### config.mk
export PLATFORM = sky130hd
export DESIGN_NAME = lcd_sync_gen
export DESIGN_NICKNAME = d
export VERILOG_FILES = /design/src/rtl/lcd_sync_pkg.sv /design/src/rtl/lcd_timing_cfg.sv /design/src/rtl/lcd_tick_counter.sv /design/src/rtl/lcd_sync_decode.sv /design/src/rtl/lcd_sync_gen.sv
export SDC_FILE = /design/constraint.sdc
export NUM_CORES = 1
export LEC_CHECK = 0
export BUFFER_PORTS_ARGS = -buffer_cell sky130_fd_sc_hd__buf_2
export CAP_MARGIN = 10
export CORE_ASPECT_RATIO = 1.4
export CORE_MARGIN = 2
export CORE_UTILIZATION = 63
export DETAILED_ROUTE_END_ITERATION = 8
export GPL_TIMING_DRIVEN = 0
export PLACE_DENSITY = 0.85
export SYNTH_ARGS = -nofsm -noshare
export SYNTH_HDL_FRONTEND = slang
export SYNTH_HIERARCHICAL = 1
export SYNTH_SLANG_ARGS = --single-unit
### constraint.sdc
create_clock -name clk -period 4 [get_ports clk]
set_input_delay 0.6 -clock clk [delete_from_list [all_inputs] [get_ports clk]]
set_output_delay 0.6 -clock clk [all_outputs]
set_load 0.01 [all_outputs]
### src/rtl/lcd_sync_pkg.sv
// Shared types and helpers for the TFT sync generator.
// Assumes exactly two colour modes, selected by a one-bit input.
package lcd_sync_pkg;

    typedef enum logic {
        MODE_RGB16 = 1'b0,
        MODE_RGB24 = 1'b1
    } pix_mode_e;

    localparam int unsigned MODE_COUNT = 2;
    localparam int unsigned TPP_MAX    = 3;

    // Ticks per pixel for a mode index.
    function automatic int unsigned ticks_per_pixel(input int unsigned mode_idx);
        return (mode_idx == 0) ? 2 : 3;
    endfunction

endpackage

### src/rtl/lcd_timing_cfg.sv
// Holds the mode of the frame in progress and gives the horizontal limits
// for that mode. Limits for both modes are built by a generate loop and one
// set is selected. Assumes frame_end_i is high only on the last enabled tick
// of a frame.
module lcd_timing_cfg
    import lcd_sync_pkg::*;
#(
    parameter int unsigned H_TOTAL_PIX = 336,
    parameter int unsigned HS_PIX      = 2,
    parameter int unsigned HSTART_PIX  = 7,
    parameter int unsigned H_ACT_PIX   = 320,
    parameter int unsigned DLY_RGB16   = 3,
    parameter int unsigned DLY_RGB24   = 5,
    parameter int unsigned H_W         = 10
) (
    input  logic           clk,
    input  logic           rst_n,
    input  logic           en_i,
    input  logic           mode_i,
    input  logic           frame_end_i,
    output logic [H_W-1:0] line_last_o,
    output logic [H_W-1:0] hs_end_o,
    output logic [H_W-1:0] de_first_o,
    output logic [H_W-1:0] de_stop_o
);

    pix_mode_e      mode_q;
    logic [H_W-1:0] last_tab  [MODE_COUNT];
    logic [H_W-1:0] hsend_tab [MODE_COUNT];
    logic [H_W-1:0] first_tab [MODE_COUNT];
    logic [H_W-1:0] stop_tab  [MODE_COUNT];

    // Per-mode constant limits.
    for (genvar m = 0; m < MODE_COUNT; m++) begin : g_mode
        localparam int unsigned TPP  = ticks_per_pixel(m);
        localparam int unsigned DLY  = (m == 0) ? DLY_RGB16 : DLY_RGB24;
        localparam int unsigned FRST = HSTART_PIX * TPP + DLY;
        assign last_tab[m]  = H_W'(H_TOTAL_PIX * TPP - 1);
        assign hsend_tab[m] = H_W'(HS_PIX * TPP);
        assign first_tab[m] = H_W'(FRST);
        assign stop_tab[m]  = H_W'(FRST + H_ACT_PIX * TPP);
    end

    // Mode register: follows the input while idle, and loads at frame end.
    always_ff @(posedge clk) begin
        if (!rst_n || !en_i) begin
            mode_q <= pix_mode_e'(mode_i);
        end else if (frame_end_i) begin
            mode_q <= pix_mode_e'(mode_i);
        end
    end

    // Select the limits of the frame in progress.
    always_comb begin
        line_last_o = last_tab[int'(mode_q)];
        hs_end_o    = hsend_tab[int'(mode_q)];
        de_first_o  = first_tab[int'(mode_q)];
        de_stop_o   = stop_tab[int'(mode_q)];
    end

    AST_MODE_HOLD: assert property (@(posedge clk) disable iff (!rst_n)
        (en_i && !frame_end_i) |=> $stable(mode_q));

endmodule

### src/rtl/lcd_tick_counter.sv
// Raster position counters: a tick counter within the line and a line
// counter within the frame. Both are held at zero while idle. Assumes
// line_last_i stays constant within a frame.
module lcd_tick_counter #(
    parameter int unsigned V_TOTAL = 244,
    parameter int unsigned H_W     = 10,
    parameter int unsigned V_W     = 8
) (
    input  logic           clk,
    input  logic           rst_n,
    input  logic           en_i,
    input  logic [H_W-1:0] line_last_i,
    output logic [H_W-1:0] tick_o,
    output logic [V_W-1:0] line_o,
    output logic           frame_end_o
);

    localparam logic [V_W-1:0] LINE_LAST = V_W'(V_TOTAL - 1);

    logic line_end;

    assign line_end    = en_i && (tick_o == line_last_i);
    assign frame_end_o = line_end && (line_o == LINE_LAST);

    // Tick counter: counts the ticks of a line, then wraps.
    always_ff @(posedge clk) begin
        if (!rst_n || !en_i) begin
            tick_o <= '0;
        end else if (line_end) begin
            tick_o <= '0;
        end else begin
            tick_o <= tick_o + 1'b1;
        end
    end

    // Line counter: advances at each line end and wraps at frame end.
    always_ff @(posedge clk) begin
        if (!rst_n || !en_i) begin
            line_o <= '0;
        end else if (frame_end_o) begin
            line_o <= '0;
        end else if (line_end) begin
            line_o <= line_o + 1'b1;
        end
    end

    AST_H_WRAP: assert property (@(posedge clk) disable iff (!rst_n)
        line_end |=> (tick_o == '0));
    AST_V_WRAP: assert property (@(posedge clk) disable iff (!rst_n)
        frame_end_o |=> (line_o == '0));
    AST_IDLE_ZERO: assert property (@(posedge clk) disable iff (!rst_n)
        !en_i |=> (tick_o == '0 && line_o == '0));
    AST_LINE_RANGE: assert property (@(posedge clk) disable iff (!rst_n)
        line_o <= LINE_LAST);

endmodule

### src/rtl/lcd_sync_decode.sv
// Turns the raster position into the line sync, the frame sync and the data
// enable. The outputs are combinational and forced inactive while idle.
// Assumes de_first_i < de_stop_i, and both lie within the line.
module lcd_sync_decode #(
    parameter int unsigned DE_V_FIRST = 2,
    parameter int unsigned DE_V_STOP  = 242,
    parameter int unsigned H_W        = 10,
    parameter int unsigned V_W        = 8
) (
    input  logic           clk,
    input  logic           rst_n,
    input  logic           en_i,
    input  logic [H_W-1:0] tick_i,
    input  logic [V_W-1:0] line_i,
    input  logic [H_W-1:0] hs_end_i,
    input  logic [H_W-1:0] de_first_i,
    input  logic [H_W-1:0] de_stop_i,
    output logic           hs_n_o,
    output logic           vs_n_o,
    output logic           de_o
);

    logic run;
    logic in_hs;
    logic row_act;
    logic col_act;

    // Window decode gated by the run state.
    always_comb begin
        run     = rst_n && en_i;
        in_hs   = tick_i < hs_end_i;
        row_act = (line_i >= V_W'(DE_V_FIRST)) && (line_i < V_W'(DE_V_STOP));
        col_act = (tick_i >= de_first_i) && (tick_i < de_stop_i);
        hs_n_o  = !(run && in_hs);
        vs_n_o  = !(run && in_hs && (line_i == '0));
        de_o    = run && row_act && col_act;
    end

    AST_VS_INSIDE_HS: assert property (@(posedge clk) disable iff (!rst_n)
        !vs_n_o |-> !hs_n_o);
    AST_DE_CLEAR_OF_SYNC: assert property (@(posedge clk) disable iff (!rst_n)
        de_o |-> (hs_n_o && vs_n_o));
    AST_IDLE_QUIET: assert property (@(posedge clk) disable iff (!rst_n)
        !en_i |-> (hs_n_o && vs_n_o && !de_o));

endmodule

### src/rtl/lcd_sync_gen.sv
// Top of the TFT sync generator for a byte-serial bus. It joins the mode and
// limit selector, the raster counters and the output decode. Every timing is
// in bus ticks. Assumes the active window fits inside the line in both modes.
module lcd_sync_gen #(
    parameter int unsigned H_ACT_PIX   = 320,
    parameter int unsigned H_TOTAL_PIX = 336,
    parameter int unsigned HS_PIX      = 2,
    parameter int unsigned HSTART_PIX  = 7,
    parameter int unsigned V_ACT       = 240,
    parameter int unsigned V_BLANK     = 4,
    parameter int unsigned DLY_RGB16   = 3,
    parameter int unsigned DLY_RGB24   = 5,
    parameter int unsigned H_W         = $clog2(H_TOTAL_PIX * lcd_sync_pkg::TPP_MAX + 1),
    parameter int unsigned V_W         = $clog2(V_ACT + V_BLANK)
) (
    input  logic           clk,
    input  logic           rst_n,
    input  logic           en_i,
    input  logic           mode_i,
    output logic           hs_n_o,
    output logic           vs_n_o,
    output logic           de_o,
    output logic [V_W-1:0] line_o,
    output logic [H_W-1:0] tick_o
);

    localparam int unsigned V_TOTAL    = V_ACT + V_BLANK;
    localparam int unsigned DE_V_FIRST = V_BLANK / 2;
    localparam int unsigned DE_V_STOP  = DE_V_FIRST + V_ACT;

    logic [H_W-1:0] line_last;
    logic [H_W-1:0] hs_end;
    logic [H_W-1:0] de_first;
    logic [H_W-1:0] de_stop;
    logic           frame_end;

    lcd_timing_cfg #(
        .H_TOTAL_PIX(H_TOTAL_PIX), .HS_PIX(HS_PIX), .HSTART_PIX(HSTART_PIX),
        .H_ACT_PIX(H_ACT_PIX), .DLY_RGB16(DLY_RGB16), .DLY_RGB24(DLY_RGB24),
        .H_W(H_W)
    ) cfg_i (
        .clk(clk), .rst_n(rst_n), .en_i(en_i), .mode_i(mode_i),
        .frame_end_i(frame_end), .line_last_o(line_last), .hs_end_o(hs_end),
        .de_first_o(de_first), .de_stop_o(de_stop)
    );

    lcd_tick_counter #(
        .V_TOTAL(V_TOTAL), .H_W(H_W), .V_W(V_W)
    ) cnt_i (
        .clk(clk), .rst_n(rst_n), .en_i(en_i), .line_last_i(line_last),
        .tick_o(tick_o), .line_o(line_o), .frame_end_o(frame_end)
    );

    lcd_sync_decode #(
        .DE_V_FIRST(DE_V_FIRST), .DE_V_STOP(DE_V_STOP), .H_W(H_W), .V_W(V_W)
    ) dec_i (
        .clk(clk), .rst_n(rst_n), .en_i(en_i), .tick_i(tick_o), .line_i(line_o),
        .hs_end_i(hs_end), .de_first_i(de_first), .de_stop_i(de_stop),
        .hs_n_o(hs_n_o), .vs_n_o(vs_n_o), .de_o(de_o)
    );

    AST_FIRST_TICK: assert property (@(posedge clk) disable iff (!rst_n)
        (en_i && !$past(en_i)) |-> (tick_o == '0 && line_o == '0));

endmodule

==> results_dict.tcl, run 1 <==
set metrics [dict create \
    ctsResizeCount 0 \
    ys_warn_count 6 \
    dp_cells 339 \
    crit_start "cfg_i/mode_q$_DFFE_PP_" \
    async_flop_share_pct 0 \
    dpl_cell_area_sq_um 2310 \
    vdd_ir_drop_max_v 0.000196 \
    synth-simple-area-share_pct 22.6 \
    rsz0062_at_grt "no" \
    syn_to_final_growth_pct 15.0 \
    arrival_ns 2.32 \
    rr_startpoint "cfg_i/mode_q$_DFFE_PP_" \
    cp-start-kind "flop" \
    status "finished clean" \
    critPathMaxFanout 11 \
    min_path_type "in -> reg" \
    rows 24 \
    yosys-mux-area-fraction_pct 0.489 \
    vias_per_cell 4.90 \
    synthFlopType "dfxtp_1" \
    grtUsageTotal_pct 23.6 \
    cts_inserted_buffers 3 \
    worstPathCellList "inv_1 -> ha_1 -> nand2b_1 -> a21oi_1 -> o221ai_1 -> a221oi_1 -> a211oi_1 -> buf_2" \
    fin_crit_sh_pct 73.0 \
    drtIter0Drc 17 \
    grt_pass1_vias 1606 \
    antenna_cells 0 \
    fin_nets 339 \
    synth_fa_ha_area_share_pct 18.3 \
    hp-start "mode_i" \
    hold_viol_final 0 \
    place_hpwl_mm 3.25 \
    die-area_sq_um 3730 \
    ant_nets 0 \
    cts_sinks 19 \
    design_area_sq_um 2360 \
    final_layout_size_suffix_gt1_share_pct 26.3 \
    synth-xor-area-share_pct 11.1 \
    antenna_found_initial 0 \
    synthMostInstantiatedCell "buf_4" \
    ys_types 39 \
    via_count 1682 \
    syn-instance-count 251 \
    clockRootBuffer "clkbuf_8" \
    synth_area_per_cell_sq_um 8.16 \
    synth_compound_area_share_pct 7.57 \
    worstSetupPathType "reg -> out" \
    core_region_area_sq_um 3120 \
    ys_seq_elements 19 \
    num-fill-cells 266 \
    fin_setup_tns_ns 0 \
    final_cells 343 \
    syn-cell-area_sq_um 2050 \
    wl_mm 3.98 \
    slew_violations 0 \
    grt_max_degree 12 \
    clkLatencyLatePin_ns 0.25 \
    die_x_um 52.2 \
    end_kind "primary output" \
    start_util_pct 65.6 \
    synth_top_cell_by_area "ha_1" \
    boundaryPins 25 \
    grt.overflow.total 0 \
    slowest_delay_ns 0.57 \
    finalSetupViolCount 0 \
    synth_top_cells_by_count "buf_4 (40), inv_1 (31), ha_1 (30)" \
    post_cts_buffers 0 \
    htree_levels 1 \
    drc 0 \
    p_leak_uw 0.00119 \
    maxCapViolations 0 \
    synth_top_family_by_area "simple AND/OR/NAND/NOR gates" \
    drtPass1Iterations 4 \
    synth_area_leaders "ha_1 (18%), dfxtp_1 (18%), buf_4 (15%)" \
    max_freq_ghz 0.342 \
    yosysTopAreaCellShare_pct 18.3 \
    ctsLongestPathBuffers 2 \
    finalCriticalPeriod_ns 2.92 \
    p_per_area_nw_per_um2 183 \
    die_h_um 71.5 \
    routabilityCongestion 0.777 \
    cp_num_buf_inv 2 \
    wl_per_cell_um 11.6 \
    synth_edf_count 1 \
    seq_area_frac_synth_pct 19.1 \
    cp_top_family "compound AO/OA/AOI/OAI gates" \
    holdBufCountCts 0 \
    grt_pass1_wl_mm 6.84 \
    clock_skew_ns 0.00156 \
    cts_tree "done" \
    port_buffers 24 \
    critPathRequiredTime_ns 3.40 \
    path_clk_slew_ns 0.07 \
    cpMaxStageDelayCell "edfxtp_1" \
]
-- final timing paths --
kind              cells past startpoint  slack [ns]                          to
hold reg to reg                       1        0.55  cnt_i/tick_o[0]$_SDFF_PP0_
setup reg to reg                      7        1.69      cfg_i/mode_q$_DFFE_PP_
hold / removal                        1        0.52      cfg_i/mode_q$_DFFE_PP_
setup / recovery                      8        1.08                        de_o
-- worst register-to-register path, delay by kind of cell (launching register included) --
family	cells	cell delay [ns]
xor+xnor	1	0.15
flops	1	0.57
simple gates	4	1.00
buf+inv	2	0.31
-- where the power goes --
part	switching, uW	internal, uW	total, uW
Sequential	5.23	193	198
Clock	61.7	70.8	133
Combinational	45.6	55.1	101
-- through the flow --
stage | utilization [%] | hold slack, ns | worst slack, ns | total power [uW]
finish | 75.4 | 0.524 | 1.08 | 431
global route | 75.4 | 0.518 | 0.846 | 458
CTS | 75.4 | 0.516 | 1.08 | 435
detailed placement | 74.0 | 0.544 | 1.37 | 301
global placement | 74.0 | 0.517 | 1.40 | 298
floorplan | - | 0.509 | 1.76 | 285
-- cells by family after synthesis --
family	count (synthesis)
buffers and inverters	72
other	2
flip-flops	19
AO/OA/AOI/OAI	23
adder cells (fa/ha/maj)	30
multiplexers	1
AND/OR/NAND/NOR	79
XOR/XNOR	25
-- per-layer routing --
metal / global-route usage [%] / wire length [um]
met1: 24.3 / 1590
met2: 47.1 / 2240
met3: 3.54 / 102
met4: 5.98 / 42
met5: 0 / 0
-- registers in the layout, summed over array words and instances, names as in the netlist --
register	count
cnt_i/tick_o	10
cnt_i/line_o	8
cfg_i/mode_q	1
-- layout by cell type (no fill, tap or decap), drive strengths merged, types with 2 or more instances in the layout --
master   count
xor2         3
clkbuf       5
o2111ai      2
o221ai       2
o21ai        3
nand3        5
nor2b        2
nand2       16
inv         31
buf         64
nor2        22
a21oi       11
and3         6
nor3         4
dfxtp       18
xnor2       22
a21o         2
nor4         7
and2         2
nand4        7
conb        27
ha          30
and4         4
-- layout make-up --
cell class / count / area (sq um) / area share, %
multi-input cells: 185 / 1330 / 56.5
flip-flops and latches: 19 / 390 / 16.6
plain buffers: 41 / 304 / 12.9
repair buffers: 24 / 120 / 5.10
inverters: 31 / 116 / 4.94
well taps: 39 / 48.8 / 2.07
clock buffers: 4 / 45.0 / 1.91
(Power assumes the default switching activity.)
==> run 2: changes to the inputs <==
--- a/config.mk
+++ b/config.mk
@@ -5,14 +5,15 @@
 export SDC_FILE = /design/constraint.sdc
 export NUM_CORES = 1
 export LEC_CHECK = 0
+export ABC_AREA = 1
 export BUFFER_PORTS_ARGS = -buffer_cell sky130_fd_sc_hd__buf_2
 export CAP_MARGIN = 10
 export CORE_ASPECT_RATIO = 1.4
 export CORE_MARGIN = 2
-export CORE_UTILIZATION = 63
+export CORE_UTILIZATION = 60
 export DETAILED_ROUTE_END_ITERATION = 8
 export GPL_TIMING_DRIVEN = 0
-export PLACE_DENSITY = 0.85
+export PLACE_DENSITY = 0.81
 export SYNTH_ARGS = -nofsm -noshare
 export SYNTH_HDL_FRONTEND = slang
 export SYNTH_HIERARCHICAL = 1
==> constraint.sdc (replaced) <==
create_clock -name clk -period 3 [get_ports clk]
set_input_delay 0.45 -clock clk [delete_from_list [all_inputs] [get_ports clk]]
set_output_delay 0.45 -clock clk [all_outputs]
set_load 0.01 [all_outputs]
==> results_dict.tcl, run 2 <==
set metrics [dict create \
    rows 26 \
    status "finished clean" \
    slowest_delay_ns 0.58 \
    clock_power_share_pct 30.6 \
    fin_crit_sh_pct 80.9 \
    drtPass1Iterations 4 \
    fin_setup_tns_ns 0 \
    syn-instance-count 353 \
    worstSetupPathType "reg -> out" \
    grt_pass1_vias 1928 \
    syn-cell-area_sq_um 2250 \
    clockRootBuffer "clkbuf_8" \
    cp_top_family "flip-flops" \
    start_util_pct 62.3 \
    largestRegisters "cnt_i/tick_o: 10 flops, cnt_i/line_o: 8 flops, cfg_i/mode_q: 1 flops" \
    fin_nets 441 \
    synthFlopType "dfxtp_1" \
    synth_top_cells_by_count "nand2_1 (83), inv_1 (61), buf_4 (39)" \
    arrival_ns 1.98 \
    finalCriticalPeriod_ns 2.43 \
    syn_to_final_growth_pct 13.8 \
    cts_sinks 19 \
    synth_area_leaders "ha_1 (17%), dfxtp_1 (16%), nand2_1 (14%)" \
    maxCapViolations 0 \
    wl_mm 4.48 \
    clock_skew_ns 0.00209 \
    min_path_type "in -> reg" \
    cp_num_buf_inv 3 \
    combPwrFrac_pct 22.4 \
    grt_max_degree 12 \
    end_kind "primary output" \
    grt.overflow.total 0 \
    finalSetupViolCount 0 \
    die-area_sq_um 4260 \
    num-fill-cells 360 \
    top_register "cnt_i/tick_o" \
    synth_area_per_cell_sq_um 6.38 \
    grtUsageTotal_pct 22.3 \
    cpMaxStageDelayCell "edfxtp_1" \
    post_cts_buffers 0 \
    layout_commonest_cell "nand2_1" \
    final_util_pct 71.0 \
    async_flop_share_pct 0 \
    critPathMaxFanout 11 \
    intPower_uw 416 \
    cts_tree "done" \
    core_region_area_sq_um 3610 \
    hold_slack_ns 0.374 \
    boundaryPins 25 \
    ys_types 25 \
    regArea_sq_um 390 \
    final_cell_mix "nand2_1 (83), inv_1 (61), buf_4 (39)" \
    final_layout_size_suffix_gt1_share_pct 19.0 \
    synth_top_cell_by_area "ha_1" \
    switching_share_pct 25.7 \
    seq_power_share_pct 47.0 \
    grt_pass1_wl_mm 7.94 \
    antenna_found_initial 0 \
    antenna_cells 0 \
    clkLatencyLatePin_ns 0.25 \
    yosysTopAreaCellShare_pct 16.7 \
    vias_per_cell 4.73 \
    worstPathCellList "buf_4 -> inv_1 -> ha_1 -> nand2_1 -> nand2_1 -> a21oi_1 -> nand2_1 -> nand2_1 -> nand2_1 -> nor2_1 -> buf_2" \
    holdBufCountCts 0 \
    multi_input_area_sq_um 1400 \
    largest_reg_flops 10 \
    htree_levels 1 \
    ant_nets 0 \
    power.switching_uw 144 \
    p_per_area_nw_per_um2 219 \
    ys_seq_elements 19 \
    die_h_um 76.5 \
    place_hpwl_mm 3.65 \
    ctsResizeCount 0 \
    p_leak_uw 0.00139 \
    cpMostUsedCell "nand2_1" \
    drc 0 \
    vdd_ir_drop_max_v 0.000277 \
    critPathRequiredTime_ns 2.55 \
    cp-start-kind "flop" \
    via_count 2118 \
    seq_area_frac_synth_pct 17.3 \
    slew_violations 0 \
    max_freq_ghz 0.412 \
    hold_viol_final 0 \
    ys_warn_count 6 \
    synthMostInstantiatedCell "nand2_1" \
    routabilityCongestion 0.821 \
    power_uw 561 \
    cts_inserted_buffers 3 \
    ctsLongestPathBuffers 2 \
    die_x_um 55.8 \
    synth_edf_count 1 \
    path_clk_slew_ns 0.07 \
    rsz0062_at_grt "no" \
    port_buffers 24 \
    wl_per_cell_um 10.0 \
    drtIter0Drc 63 \
]
-- run 2: changes by cell type in the layout (fill, tap and decap cells not counted), sizes merged, moves of 12 or more --
cell,before,now
nand2,16,84
inv,31,63
xnor2,22,5
nand3,5,17
nor2,22,36
-- run 2: routing by layer --
layer / vias to the layer above / GRT usage, % / routed length (um)
li1: 1151 / - / -
met1: 926 / 25.4 / 1910
met2: 34 / 43.6 / 2420
met3: 7 / 1.02 / 107
met4: 0 / 6.10 / 46
met5: - / 0 / 0
-- run 2: power groups by stage --
stage / combinational [uW] / clock, uW / sequential (uW)
global route: 145 / 192 / 264
finish: 126 / 172 / 263
CTS: 124 / 179 / 263
floorplan: 104 / 0 / 268
detailed placement: 123 / 0 / 269
global placement: 120 / 0 / 269
-- run 2: kinds of logic (layout without fill, tap and decap cells) --
logic type / count (synthesis) / after routing / share of synthesized area, %
AOI/OAI and AO/OA: 24 / 24 / 5.56
xor gates and xnor gates: 10 / 10 / 3.89
adders and majority gates: 30 / 30 / 16.7
buffers and inverters: 105 / 133 / 24.5
DFF: 19 / 19 / 17.3
other: 2 / 27 / 0.334
and+or+nand+nor: 163 / 163 / 31.7
-- run 2: worst register-to-register path: stages, from the launching register on --
cell,delay (ns)
edfxtp_1,0.58
inv_1,0.14
buf_4,0.16
xnor2_1,0.12
nand2_1,0.09
nor2_2,0.19
nand3_2,0.22
nor2_1,0.14
inv_1,0.06
nand3_2,0.05
-- run 2: layout make-up --
type	instances	area share (%)
Sequential cell	19	15.2
Timing Repair Buffer	24	4.69
Inverter	63	9.23
Buffer	42	12.3
Tap cell	42	2.05
Multi-Input combinational cell	254	54.8
Clock buffer	4	1.76
-- run 2: final timing paths --
check / to / start / cells after the start / slack [ns]
worst min register to register: cnt_i/line_o[1]$_SDFFE_PP0P_ / cnt_i/line_o[1]$_SDFFE_PP0P_ / 2 / 0.53
worst max register to register: cfg_i/mode_q$_DFFE_PP_ / cfg_i/mode_q$_DFFE_PP_ / 9 / 0.98
worst max-delay path: de_o / cfg_i/mode_q$_DFFE_PP_ / 11 / 0.57
worst min-delay path: cfg_i/mode_q$_DFFE_PP_ / mode_i / 1 / 0.37
-- run 2: metrics by stage --
stage / area [sq um] / std cells / setup slack, ns
final: 2560 / 448 / 0.574
after global routing: 2560 / 448 / 0.357
after CTS: 2560 / 448 / 0.547
after detailed placement: 2520 / 444 / 0.843
after global placement: 2520 / 444 / 0.852
after floorplan: 2340 / 378 / 1.10
